[src/rtl/scan_pattern_sequencer.sv]
module scan_pattern_sequencer #(
  parameter int CHAIN_LEN = 8,
  parameter int NUM_PI    = 4,
  parameter int NUM_PO    = 4,
  parameter int MAX_PAT   = 8,
  localparam int PAW = (MAX_PAT > 1) ? $clog2(MAX_PAT) : 1,
  localparam int CW  = (CHAIN_LEN > 1) ? $clog2(CHAIN_LEN) : 1,
  localparam int BW  = (CHAIN_LEN > NUM_PO) ? CW : ((NUM_PO > 1) ? $clog2(NUM_PO) : 1)
) (
  input  logic                 clk,
  input  logic                 rst_n,
  input  logic                 wr_en,
  input  logic [PAW-1:0]       wr_addr,
  input  logic [CHAIN_LEN-1:0] wr_stim,
  input  logic [NUM_PI-1:0]    wr_pi,
  input  logic [NUM_PO-1:0]    wr_po_exp,
  input  logic [NUM_PO-1:0]    wr_po_mask,
  input  logic [CHAIN_LEN-1:0] wr_so_exp,
  input  logic [CHAIN_LEN-1:0] wr_so_mask,
  input  logic [PAW:0]         num_pat,
  input  logic                 start,
  output logic                 scan_en,
  output logic                 scan_in,
  output logic                 dut_clk,
  output logic [NUM_PI-1:0]    pi_out,
  input  logic                 scan_out,
  input  logic [NUM_PO-1:0]    po_in,
  output logic                 done,
  output logic                 fail,
  output logic                 fail_po,
  output logic [PAW-1:0]       fail_pat,
  output logic [BW-1:0]        fail_bit
);

  typedef enum logic [2:0] {S_IDLE, S_SHIFT, S_PO, S_PI, S_CAP, S_STROBE, S_DONE} state_t;

  localparam logic [CW-1:0] LAST = CW'(CHAIN_LEN - 1);

  logic [CHAIN_LEN-1:0] stim_mem  [MAX_PAT];
  logic [NUM_PI-1:0]    pi_mem    [MAX_PAT];
  logic [NUM_PO-1:0]    poe_mem   [MAX_PAT];
  logic [NUM_PO-1:0]    pom_mem   [MAX_PAT];
  logic [CHAIN_LEN-1:0] soe_mem   [MAX_PAT];
  logic [CHAIN_LEN-1:0] som_mem   [MAX_PAT];

  state_t          state;
  logic [PAW:0]    np;
  logic [PAW:0]    ld_idx;
  logic            have_unl;
  logic [CW-1:0]   cnt;

  logic [PAW-1:0]  ld_a, un_a;
  logic            ld_v;
  logic [CW-1:0]   so_idx;
  logic            so_cmp, so_bad, po_bad;
  logic [NUM_PO-1:0] po_err;
  logic [BW-1:0]   po_low;

  always_ff @(posedge clk) begin
    if (wr_en) begin
      stim_mem[wr_addr] <= wr_stim;
      pi_mem[wr_addr]   <= wr_pi;
      poe_mem[wr_addr]  <= wr_po_exp;
      pom_mem[wr_addr]  <= wr_po_mask;
      soe_mem[wr_addr]  <= wr_so_exp;
      som_mem[wr_addr]  <= wr_so_mask;
    end
  end

  assign ld_a = ld_idx[PAW-1:0];
  assign un_a = PAW'(ld_idx - 1'b1);
  assign ld_v = ld_idx < np;

  assign scan_en = !(state == S_PO || state == S_PI || state == S_CAP);
  assign dut_clk = (state == S_SHIFT) || (state == S_CAP);
  assign scan_in = (state == S_SHIFT && ld_v) ? stim_mem[ld_a][LAST - cnt] : 1'b0;
  assign pi_out  = (state == S_PI || state == S_CAP) ? pi_mem[ld_a] : '0;
  assign done    = (state == S_DONE);

  assign so_idx = (state == S_STROBE) ? '0 : cnt;
  assign so_cmp = (state == S_STROBE) || (state == S_SHIFT && have_unl && cnt != '0);
  assign so_bad = so_cmp && som_mem[un_a][so_idx] && (scan_out != soe_mem[un_a][so_idx]);
  assign po_err = (po_in ^ poe_mem[ld_a]) & pom_mem[ld_a];
  assign po_bad = (state == S_PO) && (|po_err);

  always_comb begin
    po_low = '0;
    for (int i = NUM_PO - 1; i >= 0; i--)
      if (po_err[i]) po_low = BW'(i);
  end

  always_ff @(posedge clk or negedge rst_n) begin
    if (!rst_n) begin
      state    <= S_IDLE;
      np       <= '0;
      ld_idx   <= '0;
      have_unl <= 1'b0;
      cnt      <= '0;
      fail     <= 1'b0;
      fail_po  <= 1'b0;
      fail_pat <= '0;
      fail_bit <= '0;
    end else begin
      if (!fail && po_bad) begin
        fail     <= 1'b1;
        fail_po  <= 1'b1;
        fail_pat <= ld_a;
        fail_bit <= po_low;
      end else if (!fail && so_bad) begin
        fail     <= 1'b1;
        fail_po  <= 1'b0;
        fail_pat <= un_a;
        fail_bit <= BW'(so_idx);
      end
      case (state)
        S_IDLE: if (start) begin
          np       <= num_pat;
          ld_idx   <= '0;
          have_unl <= 1'b0;
          cnt      <= '0;
          fail     <= 1'b0;
          fail_po  <= 1'b0;
          fail_pat <= '0;
          fail_bit <= '0;
          state    <= (num_pat == '0) ? S_DONE : S_SHIFT;
        end
        S_SHIFT: begin
          cnt <= cnt + 1'b1;
          if (cnt == LAST) begin
            cnt   <= '0;
            state <= ld_v ? S_PO : S_DONE;
          end
        end
        S_PO:  state <= S_PI;
        S_PI:  state <= S_CAP;
        S_CAP: begin
          ld_idx   <= ld_idx + 1'b1;
          have_unl <= 1'b1;
          state    <= S_STROBE;
        end
        S_STROBE: state <= S_SHIFT;
        S_DONE:   state <= S_IDLE;
        default:  state <= S_IDLE;
      endcase
    end
  end

  AST_CAPTURE_THEN_STROBE: assert property (@(posedge clk) disable iff (!rst_n)
    (dut_clk && !scan_en) |=> (scan_en && !dut_clk));
  AST_PO_CYCLE_QUIET: assert property (@(posedge clk) disable iff (!rst_n)
    $fell(scan_en) |-> (!dut_clk && pi_out == '0));
  AST_FAIL_STICKY: assert property (@(posedge clk) disable iff (!rst_n)
    (fail && !start) |=> fail);
  AST_DONE_ONE_CYCLE: assert property (@(posedge clk) disable iff (!rst_n)
    done |=> !done);

endmodule

[config.mk]
export PLATFORM = sky130hd
export DESIGN_NAME = scan_pattern_sequencer
export DESIGN_NICKNAME = d
export VERILOG_FILES = /design/src/rtl/scan_pattern_sequencer.sv
export SDC_FILE = /design/constraint.sdc
export NUM_CORES = 1
export LEC_CHECK = 0
export BUFFER_PORTS_ARGS = -buffer_cell sky130_fd_sc_hd__buf_2
export CAP_MARGIN = 20
export CORE_MARGIN = 2
export CORE_UTILIZATION = 50
export CTS_CLUSTER_SIZE = 40
export DETAILED_ROUTE_END_ITERATION = 6
export HOLD_SLACK_MARGIN = 0.02
export PLACE_DENSITY = 0.79
export SYNTH_ARGS = -nofsm -noshare
export SYNTH_HDL_FRONTEND = slang
export SYNTH_SLANG_ARGS = --single-unit
[constraint.sdc]
create_clock -name clk -period 5.9 [get_ports clk]
set_clock_uncertainty 0.15 [all_clocks]
set_input_delay 0.295 -clock clk [delete_from_list [all_inputs] [get_ports clk]]
set_output_delay 0.295 -clock clk [all_outputs]
set_load 0.03 [all_outputs]
---- Word level (Yosys, flattened, before mapping) ----
Memories as Yosys holds them, arrays and structs flattened.
Index checks and enable logic that the tools add are counted.
word-level totals
  register bits ........................... 23
  RAM bits ................................ 288
  input port bits ......................... 52
  output and inout port bits .............. 16
  logic and storage cells ................. 102
  memories ................................ 6
cells by class
  add/subtract/negate cells ............... 4
  $lt $le $gt $ge ......................... 3
  eq/ne operators ......................... 10
  muxes and demuxes ....................... 43
  bitwise operators ....................... 2
  reduce and logical (&&, ||, !) cells .... 25
memory list
  memory    words  width  rd ports  clocked after Yosys merged registers in  wr ports  line  source
  soe_mem   8      8      1         0                                        1         43    logic [CHAIN_LEN-1:0] soe_mem [MAX_PAT];
  som_mem   8      8      1         0                                        1         44    logic [CHAIN_LEN-1:0] som_mem [MAX_PAT];
  stim_mem  8      8      1         0                                        1         39    logic [CHAIN_LEN-1:0] stim_mem [MAX_PAT];
  pi_mem    8      4      1         0                                        1         40    logic [NUM_PI-1:0] pi_mem [MAX_PAT];
  poe_mem   8      4      1         0                                        1         41    logic [NUM_PO-1:0] poe_mem [MAX_PAT];
  pom_mem   8      4      1         0                                        1         42    logic [NUM_PO-1:0] pom_mem [MAX_PAT];
operator list
  cell                   count
  $mux W3                18
  $pmux W3 S6            1
  $mux W1                15
  $eq A3 B3 Y1 const B   4
  $bmux W1 S3            3
  $logic_and A1 B1 Y1    8
  $lt A3 B4 Y1 const B   2
  $mux W4                2
  $pmux W4 S2            1
  $reduce_and A2 Y1      4
  $eq A3 B2 Y1 const B   2
  $pmux W3 S2            1
  $logic_or A1 B1 Y1     5
  $add A4 B1 Y4 const B  1
  $and A4 B4 Y4          1
  $logic_not A4 Y1       1
  $lt A4 B4 Y1           1
  $reduce_bool A2 Y1     2
  $reduce_or A4 Y1       1
  $xor A4 B4 Y4          1
  $add A3 B1 Y3 const B  1
  $eq A3 B1 Y1 const B   1
  $logic_not A3 Y1       1
  $reduce_bool A3 Y1     1
  other kinds (8)        9

---- Logic depth before layout (Yosys ltp) ----
  word-level depth ........................ 11
  gate-level depth with buffers ........... 19
  mapped depth without buffers ............ 10

---- Worst setup path after synthesis ----
Ideal clock, no wire load.
  kind .................................... flip-flop to flip-flop
  start point ............................. register ld_idx[1]
  end point ............................... register fail_pat[2]
  setup time .............................. 0.124 ns
  arrival ................................. 4.204 ns
  required time ........................... 5.626 ns
  setup slack ............................. 1.422 ns
  cell stages (with the launch flop) ...... 17
  path buffers ............................ 7
  period minus slack after synthesis ...... 4.478 ns
  cells stage by stage .................... dfrtp_1 -> clkbuf_1 -> buf_2 -> buf_1 -> clkbuf_1 -> inv_1 -> ha_1 -> buf_1 -> buf_2 -> mux4_2 -> a2111oi_0 -> a311oi_1 -> a2bb2oi_1 -> nand4bb_1 -> buf_2 -> o21ai_0 -> a211o_1
between the ends
  word-level cells in the longest chain between the ends .. 11
  elaborated cells between the ends (all ways) .. 22
  classes of those cells .................. add/sub: 1; eq/ne: 1; mux: 8; bitwise: 2; reduce/logical: 6; memory: 4
ends and longest elaborated chain
  what                                                 line  source
  start, declared                                      48    logic [PAW:0] ld_idx;
  start signal, assigned                               137   ld_idx <= ld_idx + 1'b1;
  $sub A3 B1 Y3                                        71    assign un_a = PAW'(ld_idx - 1'b1);
  $mem_v2 Z8 W8 (on tied branches)                     --
  $bmux W1 S3                                          82    assign so_bad = so_cmp && som_mem[un_a][so_idx] && (scan_out != soe_mem[un_a][so_idx]);
  $mux W1 (not written as such)                        82
  $ne A1 B1 Y1 or $logic_and A1 B1 Y1 (tied branches)  82
  $logic_and A1 B1 Y1                                  82
  $logic_and A1 B1 Y1                                  109   end else if (!fail && so_bad) begin
  $mux W3                                              109
  $mux W3 (*)                                          104   if (!fail && po_bad) begin
  $mux W3                                              116   S_IDLE: if (start) begin
  $mux W3 (*)                                          115   case (state)
  end signal, assigned                                 107   fail_pat <= ld_a;
  end signal, assigned                                 112   fail_pat <= un_a;
  end, declared                                        31    output logic [PAW-1:0] fail_pat,
Every way passes the cells marked *; elsewhere a longest branch is shown, timed or not. The select of a mux whose other input is x is not followed.
A chain may end at the register's enable or synchronous reset.

---- Final worst setup path ----
  start point ............................. register ld_idx[0]
  end point ............................... output scan_in
between the ends
  word-level cells in the longest chain between the ends .. 4
  elaborated cells between the ends (all ways) .. 6
  classes of those cells .................. order compare: 1; mux: 3; reduce/logical: 1; memory: 1
ends and longest elaborated chain
  what                           line  source
  $mem_v2 Z8 W8                  --
  $bmux W1 S3                    76    assign scan_in = (state == S_SHIFT && ld_v) ? stim_mem[ld_a][LAST - cnt] : 1'b0;
  $mux W1 (not written as such)  76
  $mux W1 (*)                    76
  end, declared                  23    output logic scan_in,
Marked as above.

==> impl_metrics.toml <==
[run_status]
status = "finished clean"

[synthesis]
synthesis.area_um2 = 12500
synth_seq_cells = 311
ys.flop_type = "edfxtp_1"
synth-edff-count = 288
syn_avg_cell_area_um2 = 20.1
syn_inst = 619
async_flop_share_pct = 7.40
ys_types = 51
ys_warn_count = 0
synthesis.nets = 679
yosysSeqAreaShare_pct = 74.0

[die]
die_area_um2 = 26200
core_um2 = 24400
io_pins = 68
die_y_um = 162
die_w_um = 162
initial_core_util_pct = 51.1
placementRows = 57

[timing]
setup_tns_ps = 0
rsz0062_at_grt = "false"
relSlewSlack_pct = 42.4
max_freq_mhz = 211
worst_pin_slew_ps = 864
setup-violations-final = 0
hold_viol_final = 0
maxSlewViolCount = 0
finalCriticalPeriod_ps = 4740
post-route-period-util_pct = 80.4

[clock_tree]
cts.path.max_buffers = 3
clkLatencyLatePin_ps = 550
tritoncts = "done"
cts.repair.resized = 0
clock_sinks = 311
cts_root_buffer = "clkbuf_16"
path_clk_slew_ps = 60
cts_made_buffers = 30
h-tree-depth = 1

[placed_design]
place_area_um2 = 13200
io_buffers = 67
gp_congestion = 0.840
dpl.hpwl_um = 15000

[setup_path]
rr_startpoint = "ld_idx[0]"
crit_path_top_delay_cell = "buf_4"
crit_path_end_kind = "output port"
cp.required_ps = 5450
arrival_ps = 4300
path_max_fanout = 40
critPathMostFrequentCell = "mux4_2"
crit_start = "ld_idx[0]"
crit_type = "reg2out"
critPathLaunchType = "register"
path_cells = "buf_4 > buf_4 > mux4_2 > mux4_2 > mux4_2 > and3_1 > buf_2"
max_stage_delay_ps = 730

[detailed_routing]
postRouteWirelength_um = 26100
wl_met1_um = 10800
ant_nets = 0
avgRoutedWirePerCell_um = 24.0
wl_met2_um = 13000
route.detailed.drc = 0
drt_iter0_markers = 634
via_per_inst = 6.03
wl_met3_um = 1890
topRoutingLayerUsed = "met4"
via_count = 6576
drt_pass1_iterations = 6

[grt]
antenna_found_initial = 1
grt_first_pass_wirelength_um = 40300
grt_use_total_pct = 20.2
grt_pass1_vias = 6930
overflow = 0
grt_max_degree = 45

[layout]
final_area_um2 = 14500
area_delta_synth_final_pct = 16.7
drive_gt1_share_pct = 27.8
final_nets = 805

[power_and_ir_drop]
power_density_nw_per_um2 = 424
peakVddDrop_uv = 230
p_leak_nw = 4.86

[hold_path]
hold_path.class = "in2async"

[flow_run]
cap_violations = 0
repair_timing:
item / in CTS / in global routing
setup endpoints to repair: 0 / 0
buffers inserted: 0 / 0
hold buffers: 42 / 0
endpoints found under the hold margin: 316 / 0
synthesized netlist by cell type (2+ instances only):
library cell	n	area (um2)
ha_1	8	100
nor4_1	2	12.5
buf_12	4	80.1
clkbuf_1	15	56.3
mux4_2	78	1760
or3_1	2	12.5
a21oi_1	11	55.1
nand2_1	23	86.3
nand2b_1	10	62.6
inv_1	11	41.3
o211ai_1	3	22.5
and2_1	4	25.0
a31oi_1	2	12.5
mux2i_1	15	150
buf_2	5	25.0
buf_1	3	11.3
o21a_1	4	30.0
nand3_1	6	30.0
xor2_1	10	87.6
nand3b_1	6	45.0
a2111oi_0	3	26.3
edfxtp_1	288	8650
nor2_1	26	97.6
nor3b_1	2	15.0
a21boi_0	4	30.0
o21ai_0	16	80.1
a22o_1	4	35.0
nor3_1	4	20.0
dfrtp_1	23	576
and3_1	5	31.3
o2111ai_1	2	17.5
cell type report:
type	instances	area, um2
Clock buffer	39	806
Timing Repair Buffer	123	861
Inverter	12	45.0
Antenna cell	1	2.50
Tap cell	324	405
Fill cell	1707	9850
Clock inverter	14	144
Multi-Input combinational cell	267	3050
Sequential cell	311	9230
cells by family after synthesis:
| kind of cell | count (synthesis) | synth area share (%) |
|---|---|---|
| compound gates | 58 | 3.10 |
| xor+xnor | 11 | 0.773 |
| fa+ha+maj | 8 | 0.803 |
| buf+inv | 41 | 1.96 |
| flops | 311 | 74.0 |
| mux | 94 | 15.4 |
| simple gates | 96 | 3.93 |
worst paths after layout:
path                                to  slack (ps)  depth (start not counted)
setup reg to reg           fail_pat[2]        1480                          9
hold / removal                   np[3]         110                          2
hold reg to reg               have_unl         400                          2
setup / recovery               scan_in        1160                          7
max in group asynchronous    ld_idx[0]        5080                          2
min in group clk                  fail         150                          5
where the power goes:
| part | internal (W) | switching [W] | total (W) |
|---|---|---|---|
| Clock | 0.00109 | 0.000763 | 0.00185 |
| Sequential | 0.00254 | 0.000126 | 0.00267 |
| Combinational | 0.000742 | 0.000900 | 0.00164 |
layout by cell type, fill, tap and decap left out, drive strengths merged, types with 5 or more instances in the layout:
master	instances
nand3	6
clkbuf	39
dfrtp	23
edfxtp	288
o21ai	16
nand2b	10
buf	81
nor2	26
and3	5
nand2	23
clkinv	10
xor2	10
ha	8
nand3b	6
inv	13
mux2i	15
mux4	78
dlygate4sd3	42
a21oi	11
through the flow:
step	utilization [%]	power [W]	hold WS [ps]	setup slack, ps	instances
floorplan	-	0.00391	-151	1420	619
global placement	54.0	0.00425	132	1540	995
detailed placement	54.0	0.00432	146	1440	995
CTS	59.6	0.00620	105	1070	1090
global route	59.6	0.00640	142	887	1091
finish	59.6	0.00616	108	1160	1091
sequential cells by signal (all words and copies together), names as in the netlist, 3 cells and up:
signal	count
som_mem	64
np	4
ld_idx	4
cnt	3
pom_mem	32
pi_mem	32
fail_pat	3
poe_mem	32
fail_bit	3
soe_mem	64
state	3
stim_mem	64
worst max-delay path: cells and delay by family (launching register included):
kind / cells / cell delay [ps]
AND/OR/NAND/NOR: 1 / 180
buffers and inverters: 3 / 1490
multiplexers: 3 / 1620
flip-flops: 1 / 400
layer usage:
layer	track usage, %	vias to the layer above
met5	0	-
met4	5.51	0
met3	3.37	39
met2	33.5	314
met1	28.3	3446
li1	-	2777
Note: power is estimated with default switching activity, not from simulation.
